$ cat src/rtl/pdm_sampler_pkg.sv
package pdm_sampler_pkg;
  typedef enum logic {CH_LEFT = 1'b0, CH_RIGHT = 1'b1} chan_e;
  localparam int unsigned NUM_CH = 2;

  // channel takes the rising edge: right by default, left when swapped
  function automatic logic takes_rise(chan_e ch, logic swap);
    return (ch == CH_RIGHT) ^ swap;
  endfunction
endpackage

$ cat src/rtl/pdm_half_div.sv
module pdm_half_div #(
  parameter int unsigned DIV_W = 8
) (
  input  logic             clk_i,
  input  logic             rst_ni,
  input  logic             en_i,
  input  logic [DIV_W-1:0] half_i,
  output logic             pclk_o,
  output logic             rise_o,
  output logic             fall_o
);
  logic             run_q, clk_q;
  logic [DIV_W-1:0] cnt_q, half_q, half_eff;
  logic             tick;

  assign half_eff = (half_i == '0) ? DIV_W'(1) : half_i;
  assign tick     = run_q && (cnt_q == '0);
  assign rise_o   = tick && !clk_q;
  assign fall_o   = tick && clk_q;
  assign pclk_o   = clk_q;

  always_ff @(posedge clk_i or negedge rst_ni) begin
    if (!rst_ni) begin
      run_q  <= 1'b0;
      clk_q  <= 1'b0;
      cnt_q  <= '0;
      half_q <= DIV_W'(1);
    end else if (!run_q) begin
      if (en_i) begin
        run_q  <= 1'b1;
        half_q <= half_eff;
        cnt_q  <= half_eff - DIV_W'(1);
      end
    end else if (tick) begin
      clk_q <= ~clk_q;
      if (clk_q) begin
        // falling edge closes a period: reload divider, honour stop
        if (!en_i) run_q <= 1'b0;
        half_q <= half_eff;
        cnt_q  <= half_eff - DIV_W'(1);
      end else begin
        cnt_q <= half_q - DIV_W'(1);
      end
    end else begin
      cnt_q <= cnt_q - DIV_W'(1);
    end
  end
endmodule

$ cat src/rtl/pdm_chan_capture.sv
module pdm_chan_capture
  import pdm_sampler_pkg::*;
#(
  parameter chan_e CH = CH_LEFT
) (
  input  logic clk_i,
  input  logic rst_ni,
  input  logic rise_i,
  input  logic fall_i,
  input  logic swap_i,
  input  logic din_i,
  output logic bit_o,
  output logic vld_o
);
  logic take;

  assign take = takes_rise(CH, swap_i) ? rise_i : fall_i;

  always_ff @(posedge clk_i or negedge rst_ni) begin
    if (!rst_ni) begin
      bit_o <= 1'b0;
      vld_o <= 1'b0;
    end else begin
      vld_o <= take;
      if (take) bit_o <= din_i;
    end
  end
endmodule

$ cat src/rtl/pdm_mic_clk_sampler.sv
module pdm_mic_clk_sampler
  import pdm_sampler_pkg::*;
#(
  parameter int unsigned DIV_W = 8
) (
  input  logic             clk_i,
  input  logic             rst_ni,
  input  logic             en_i,
  input  logic             swap_i,
  input  logic [DIV_W-1:0] half_div_i,
  input  logic             pdm_din_i,
  output logic             pdm_clk_o,
  output logic             left_bit_o,
  output logic             left_vld_o,
  output logic             right_bit_o,
  output logic             right_vld_o
);
  logic              rise_w, fall_w;
  logic [NUM_CH-1:0] bit_w, vld_w;

  pdm_half_div #(.DIV_W(DIV_W)) u_div (
    .clk_i  (clk_i),
    .rst_ni (rst_ni),
    .en_i   (en_i),
    .half_i (half_div_i),
    .pclk_o (pdm_clk_o),
    .rise_o (rise_w),
    .fall_o (fall_w)
  );

  for (genvar c = 0; c < NUM_CH; c++) begin : g_ch
    pdm_chan_capture #(.CH(chan_e'(c))) u_cap (
      .clk_i  (clk_i),
      .rst_ni (rst_ni),
      .rise_i (rise_w),
      .fall_i (fall_w),
      .swap_i (swap_i),
      .din_i  (pdm_din_i),
      .bit_o  (bit_w[c]),
      .vld_o  (vld_w[c])
    );
  end

  assign left_bit_o  = bit_w[int'(CH_LEFT)];
  assign left_vld_o  = vld_w[int'(CH_LEFT)];
  assign right_bit_o = bit_w[int'(CH_RIGHT)];
  assign right_vld_o = vld_w[int'(CH_RIGHT)];
endmodule

$ cat config.mk
export PLATFORM = sky130hd
export DESIGN_NAME = pdm_mic_clk_sampler
export DESIGN_NICKNAME = d
export VERILOG_FILES = /design/src/rtl/pdm_sampler_pkg.sv /design/src/rtl/pdm_half_div.sv /design/src/rtl/pdm_chan_capture.sv /design/src/rtl/pdm_mic_clk_sampler.sv
export SDC_FILE = /design/constraint.sdc
export NUM_CORES = 1
export LEC_CHECK = 0
export CAP_MARGIN = 20
export CORE_MARGIN = 4
export CORE_UTILIZATION = 54
export CTS_CLUSTER_DIAMETER = 200
export DETAILED_ROUTE_END_ITERATION = 8
export GPL_ROUTABILITY_DRIVEN = 0
export PLACE_DENSITY_LB_ADDON = 0.08
export SYNTH_ARGS = -nofsm -noshare
export SYNTH_HDL_FRONTEND = slang
export SYNTH_SLANG_ARGS = --single-unit
$ cat constraint.sdc
create_clock -name clk_i -period 2.7 [get_ports clk_i]
set_clock_uncertainty 0.2 [all_clocks]
set_input_delay 0.54 -clock clk_i [delete_from_list [all_inputs] [get_ports clk_i]]
set_output_delay 0.54 -clock clk_i [all_outputs]
set_load 0.03 [all_outputs]
==> results.json, run 1 <==
{
  "grt_max_degree": 23,
  "synthArstFlopShare_pct": 100,
  "outcome": "finished clean",
  "leakagePower_uw": 0.000772,
  "synth_common_cells": "21 x dfrtp_1, 10 x nor2_1, 9 x o21ai_0, 9 x xnor2_1, 8 x nor3_1",
  "setup_viol": 0,
  "cp.required_ns": 2.71,
  "regArea_sq_um": 552,
  "max_slew_margin_pct": 66.5,
  "tightestPinTransition_ns": 0.502,
  "cts-root-buf": "clkbuf_4",
  "crit_type": "input pin to flop",
  "synth_area_leader_cell": "dfrtp_1",
  "htreeDepth": 1,
  "via_per_inst": 5.96,
  "finalCriticalPeriod_ns": 2.58,
  "final_cells": 205,
  "powerDensity_nw_per_um2": 749,
  "finalHoldViolCount": 0,
  "drc": 0,
  "drtAntennaViolNets": 0,
  "overflow": 0,
  "core_area_sq_um": 2480,
  "num_rows": 18,
  "synth_edf_count": 0,
  "layout.nets": 192,
  "cp-start-kind": "input pin",
  "cts.sinks": 22,
  "ys.flop_type": "dfrtp_1",
  "wirelength_um": 3440,
  "grt_pass1_wl_um": 5550,
  "grt_use_total_pct": 21.3,
  "hold_buffers": 0,
  "layout-drive-gt1-share_pct": 22.3,
  "multi_input_area_sq_um": 813,
  "io_pins": 18,
  "post_drt_wl_per_cell_um": 16.8,
  "synth_fp_nets": 158,
  "crit_arrival_ns": 2.59,
  "ys_seq_area_share_pct": 39.2,
  "cts_tree": "built",
  "design_area_sq_um": 1770,
  "fill_cells": 193,
  "num_vias": 1222,
  "drv_slew": 0,
  "dp_hpwl_um": 2680,
  "synth.distinct_cells": 42,
  "hp-class": "flop to flop",
  "die_x_um": 59.1,
  "area_delta_synth_final_pct": 25.8,
  "dpl_cell_area_sq_um": 1700,
  "clk_latency_ns": 0.32,
  "dpl.cell_count": 200,
  "synthTopCellsByArea": "dfrtp_1 37%, xnor2_1 5.6%, mux2_4 5.3%",
  "synth_cells": 142,
  "syn_area_sq_um": 1410,
  "initialDrtViolationCount": 96,
  "min_period_over_period_pct": 95.5,
  "clk_pin_slew_worst_paths_ns": 0.13,
  "vdd_ir_drop_max_mv": 0.449,
  "antenna_found_initial": 0,
  "worstPathMaxFanout": 3,
  "cts_buffers": 3,
  "die_h_um": 59.1,
  "dr.pass1.iters": 5,
  "dieArea_sq_um": 3490,
  "diodes": 0,
  "synth_area_per_cell_sq_um": 9.91,
  "yosysMostFrequentCell": "dfrtp_1",
  "synth_top_area_share_pct": 37.3,
  "fmax_mhz": 388,
  "port_buffers": 17,
  "endpoint_kind": "flop",
  "ys_ff_latch": 22,
  "rsz0062_at_grt": "no",
  "start_util_pct": 56.8,
  "cts.path.max_buffers": 2,
  "drv_cap": 0,
  "ys_warn_count": 0,
  "grt_pass1_vias": 1165
}
routing by layer:
layer / share of wire [%] / track usage (%) / up-vias
met1: 43 / 27.8 / 571
met4: 1.2 / 6.47 / 0
met2: 50 / 36.8 / 56
met3: 5.4 / 2.61 / 6
met5: 0 / 0 / -
li1: - / - / 589
layout by cell type, fill, tap and decap left out, types with 2 or more instances in the layout:
master            n
clkbuf_4          3
nand3_1           3
clkdlybuf4s50_1  14
o211ai_1          2
mux2_4            5
nand2b_1          2
or3_1             3
mux2i_1           3
buf_4            17
nor2_4            2
nor4_1            2
nor3_1            7
nand2_1           7
mux2_1            2
xor2_1            3
o221ai_1          2
dlymetal6s2s_1    3
ha_1              2
or4_4             3
mux2_2            2
o21ai_0           8
inv_1             7
xnor2_1           9
dfrtp_1          21
o31ai_1           3
nor3b_1           4
a21oi_1           6
nor2_1           10
cells by family after synthesis:
kind of cell	count (synthesis)	share of synthesized area [%]
compound gates	32	15.2
xor+xnor	12	7.47
fa+ha+maj	3	2.67
buf+inv	12	4.53
flops	22	39.2
mux	12	10.7
simple gates	49	20.3
worst paths after layout:
kind / cells after the start / start / to / slack [ns]
max in group asynchronous: 2 / rst_ni / u_div.half_q[0]$_DFFE_PN1P_ / 1.65
worst min-delay path: 1 / g_ch[1].u_cap.bit_o$_DFFE_PN0P_ / g_ch[1].u_cap.bit_o$_DFFE_PN0P_ / 0.30
worst max register to register: 4 / u_div.cnt_q[4]$_DFFE_PN0P_ / g_ch[1].u_cap.bit_o$_DFFE_PN0P_ / 0.22
worst max-delay path: 10 / half_div_i[3] / u_div.cnt_q[4]$_DFFE_PN0P_ / 0.12
min in group asynchronous: 2 / rst_ni / g_ch[1].u_cap.vld_o$_DFF_PN0_ / 0.37
worst min register to register: 1 / g_ch[1].u_cap.bit_o$_DFFE_PN0P_ / g_ch[1].u_cap.bit_o$_DFFE_PN0P_ / 0.30
sequential cells by signal (all words and copies together), names as in the netlist:
register          count
g_ch.u_cap.bit_o      2
u_div.cnt_q           8
u_div.run_q           1
u_div.half_q          8
u_div.pclk_o          1
g_ch.u_cap.vld_o      2
critical path: stages:
cell,delay (ns)
clkdlybuf4s50_1,0.42
or4_4,0.45
nor3_4,0.21
a21oi_2,0.09
ha_2,0.20
nor3b_1,0.14
xnor2_1,0.23
a21oi_1,0.11
o21ai_1,0.11
o21ai_0,0.09
per-stage QoR:
| stage | hold WS [ns] | setup TNS (ns) | utilization, % | setup WS [ns] | power, uW |
|---|---|---|---|---|---|
| 3_5_place_dp | 0.274 | -0.935 | 68.5 | -0.383 | 1130 |
| 3_3_place_gp | 0.268 | -0.683 | 68.5 | -0.316 | 1100 |
| 4_1_cts | 0.302 | 0 | 70.8 | 0.0115 | 1320 |
| 5_1_grt | 0.326 | 0 | 71.5 | 0.0618 | 1410 |
| 6_report | 0.301 | 0 | 71.5 | 0.121 | 1330 |
| 2_1_floorplan | 0.0444 | 0 | - | 0.111 | 921 |
timing repair:
action | in CTS | in global routing
endpoints found under the setup margin | 1 | 2
buffers inserted | 0 | 1
pin swaps | 1 | 5
resized for setup | 4 | 5
cell type report:
class / instances / share of cell area [%]
multi-input cells: 108 / 45.9
flip-flops and latches: 22 / 31.2
repair buffers: 34 / 17.2
well taps: 30 / 2.12
clock buffers: 4 / 2.05
inverters: 7 / 1.48
where the power goes:
| group | internal (uW) | switching (uW) |
|---|---|---|
| registers | 429 | 121 |
| logic | 287 | 300 |
| clock network | 82.4 | 105 |
| total | 799 | 526 |
(Power assumes the default switching activity.)
==> run 2: changes to the inputs <==
--- a/config.mk
+++ b/config.mk
@@ -7,7 +7,7 @@
 export LEC_CHECK = 0
 export CAP_MARGIN = 20
 export CORE_MARGIN = 4
-export CORE_UTILIZATION = 54
+export CORE_UTILIZATION = 58
 export CTS_CLUSTER_DIAMETER = 200
 export DETAILED_ROUTE_END_ITERATION = 8
 export GPL_ROUTABILITY_DRIVEN = 0
==> constraint.sdc (replaced) <==
create_clock -name clk_i -period 3.08 [get_ports clk_i]
set_clock_uncertainty 0.2 [all_clocks]
set_input_delay 0.616 -clock clk_i [delete_from_list [all_inputs] [get_ports clk_i]]
set_output_delay 0.616 -clock clk_i [all_outputs]
set_load 0.03 [all_outputs]
==> run 2 against run 1 <==
Register-to-register slack better by 0.38 ns; hold slack better by 0.0027 ns; final area down 4.0%; cell count down 3.9%; sequential power down 13%.
==> results.json, run 2 (synthesis gave the netlist of run 1 again) <==
{
  "cp_slowest_stage_delay_ns": 0.58,
  "hp-class": "flop to flop",
  "num_rows": 17,
  "fill_cells": 167,
  "layout.nets": 186,
  "overflow": 0,
  "drv_cap": 0,
  "min_period_over_period_pct": 92.1,
  "multi_input_area_sq_um": 797,
  "leakagePower_uw": 0.000713,
  "via_per_inst": 6.06,
  "clk_pin_slew_worst_paths_ns": 0.12,
  "grt_use_total_pct": 20.7,
  "outcome": "finished clean",
  "crit_chain": "clkdlybuf4s50_1, or4_1, nor3_2, a21oi_1, ha_1, nor3b_1, xnor2_1, a21oi_1, o21ai_0, o21ai_0",
  "die_x_um": 57.3,
  "dieArea_sq_um": 3280,
  "htreeDepth": 1,
  "io_pins": 18,
  "grt_max_degree": 23,
  "power.total_uw": 1140,
  "crit_arrival_ns": 2.84,
  "wirelength_um": 3150,
  "cp-start-kind": "input pin",
  "layout_common_cells": "21 x dfrtp_1, 17 x clkdlybuf4s50_1, 11 x buf_4",
  "grt_pass1_wl_um": 5290,
  "grt_pass1_vias": 1186,
  "post_drt_wl_per_cell_um": 16.0,
  "max_slew_margin_pct": 60.8,
  "core_area_sq_um": 2250,
  "layout-drive-gt1-share_pct": 17.8,
  "dpl.cell_count": 193,
  "grt.busiest_layer": "met2",
  "drv_slew": 0,
  "crit_buf_inv": 1,
  "cts.path.max_buffers": 2,
  "endpoint_kind": "flop",
  "rsz0062_at_grt": "no",
  "tightestPinTransition_ns": 0.589,
  "die_h_um": 57.3,
  "finalCriticalPeriod_ns": 2.84,
  "fmax_mhz": 352,
  "start_util_pct": 62.4,
  "cts-root-buf": "clkbuf_4",
  "clk_latency_ns": 0.31,
  "gr-usage-met1_pct": 26.3,
  "dr.pass1.iters": 4,
  "critPathTopFamily": "simple AND/OR/NAND/NOR gates",
  "cp.required_ns": 3.08,
  "cts_tree": "built",
  "drc": 0,
  "vdd_ir_drop_max_mv": 0.476,
  "cts_buffers": 3,
  "initialDrtViolationCount": 77,
  "worstPathMaxFanout": 3,
  "cp_slowest_cell": "or4_1",
  "post_cts_buffers": 0,
  "finalHoldViolCount": 0,
  "grt.met3_usage_pct": 2.04,
  "final_cells": 197,
  "use_met2_pct": 36.2,
  "final_common_cell": "dfrtp_1",
  "num_vias": 1194,
  "crit_type": "input pin to flop",
  "fin_setup_tns_ns": 0,
  "drtAntennaViolNets": 0,
  "dp_hpwl_um": 2460,
  "area_delta_synth_final_pct": 20.7,
  "antenna_found_initial": 0,
  "port_buffers": 17,
  "reg.largest.list": "u_div.cnt_q x8, u_div.half_q x8",
  "regArea_sq_um": 552,
  "diodes": 0,
  "setup_viol": 0,
  "cts.sinks": 22,
  "powerDensity_nw_per_um2": 670
}
run 2: routing by layer:
metal	part of all wire [%]	vias up	wire length, um
met4	2.5	0	78
met3	7.1	7	224
met2	48	53	1520
li1	-	572	-
met1	42	562	1320
met5	0	-	0
run 2: layout make-up:
type,instances,area share (%)
Multi-Input combinational cell,108,46.9
Sequential cell,22,32.5
Timing Repair Buffer,28,14.9
Clock buffer,4,2.14
Tap cell,28,2.06
Inverter,7,1.55
run 2: repair_timing:
action,CTS,global route
gates resized for setup,0,1
endpoints found under the setup margin,0,1
hold buffers,0,0
run 2: final timing paths:
check / start / end / slack [ns] / depth (start not counted)
setup / recovery: half_div_i[3] / u_div.cnt_q[4]$_DFFE_PN0P_ / 0.24 / 10
hold / removal: g_ch[1].u_cap.bit_o$_DFFE_PN0P_ / g_ch[1].u_cap.bit_o$_DFFE_PN0P_ / 0.30 / 1
setup reg to reg: u_div.cnt_q[4]$_DFFE_PN0P_ / g_ch[0].u_cap.bit_o$_DFFE_PN0P_ / 0.60 / 4
hold reg to reg: g_ch[1].u_cap.bit_o$_DFFE_PN0P_ / g_ch[1].u_cap.bit_o$_DFFE_PN0P_ / 0.30 / 1
max in group asynchronous: rst_ni / u_div.half_q[0]$_DFFE_PN1P_ / 1.96 / 2
min in group asynchronous: rst_ni / u_div.cnt_q[5]$_DFFE_PN0P_ / 0.44 / 2
run 2: power by group:
group	switching (uW)	internal, uW
combinational	256	248
clock	86.9	72.2
sequential	99.9	376
total	443	697
run 2: stage by stage:
step	cell area [sq um]	hold slack (ns)	setup slack, ns	util, %
detailed placement	1660	0.280	-0.145	73.5
CTS	1690	0.307	0.193	75.1
global placement	1660	0.268	-0.00272	73.5
finish	1700	0.304	0.242	75.4
global route	1700	0.341	0.0907	75.4
floorplan	1410	0.120	0.415	-
run 2: worst reg2reg max path: stages, from the launching register on:
cell and delay [ns]:
dfrtp_1 0.48, or4_4 0.61, or4_4 0.59, nor2_4 0.15, mux2_1 0.34
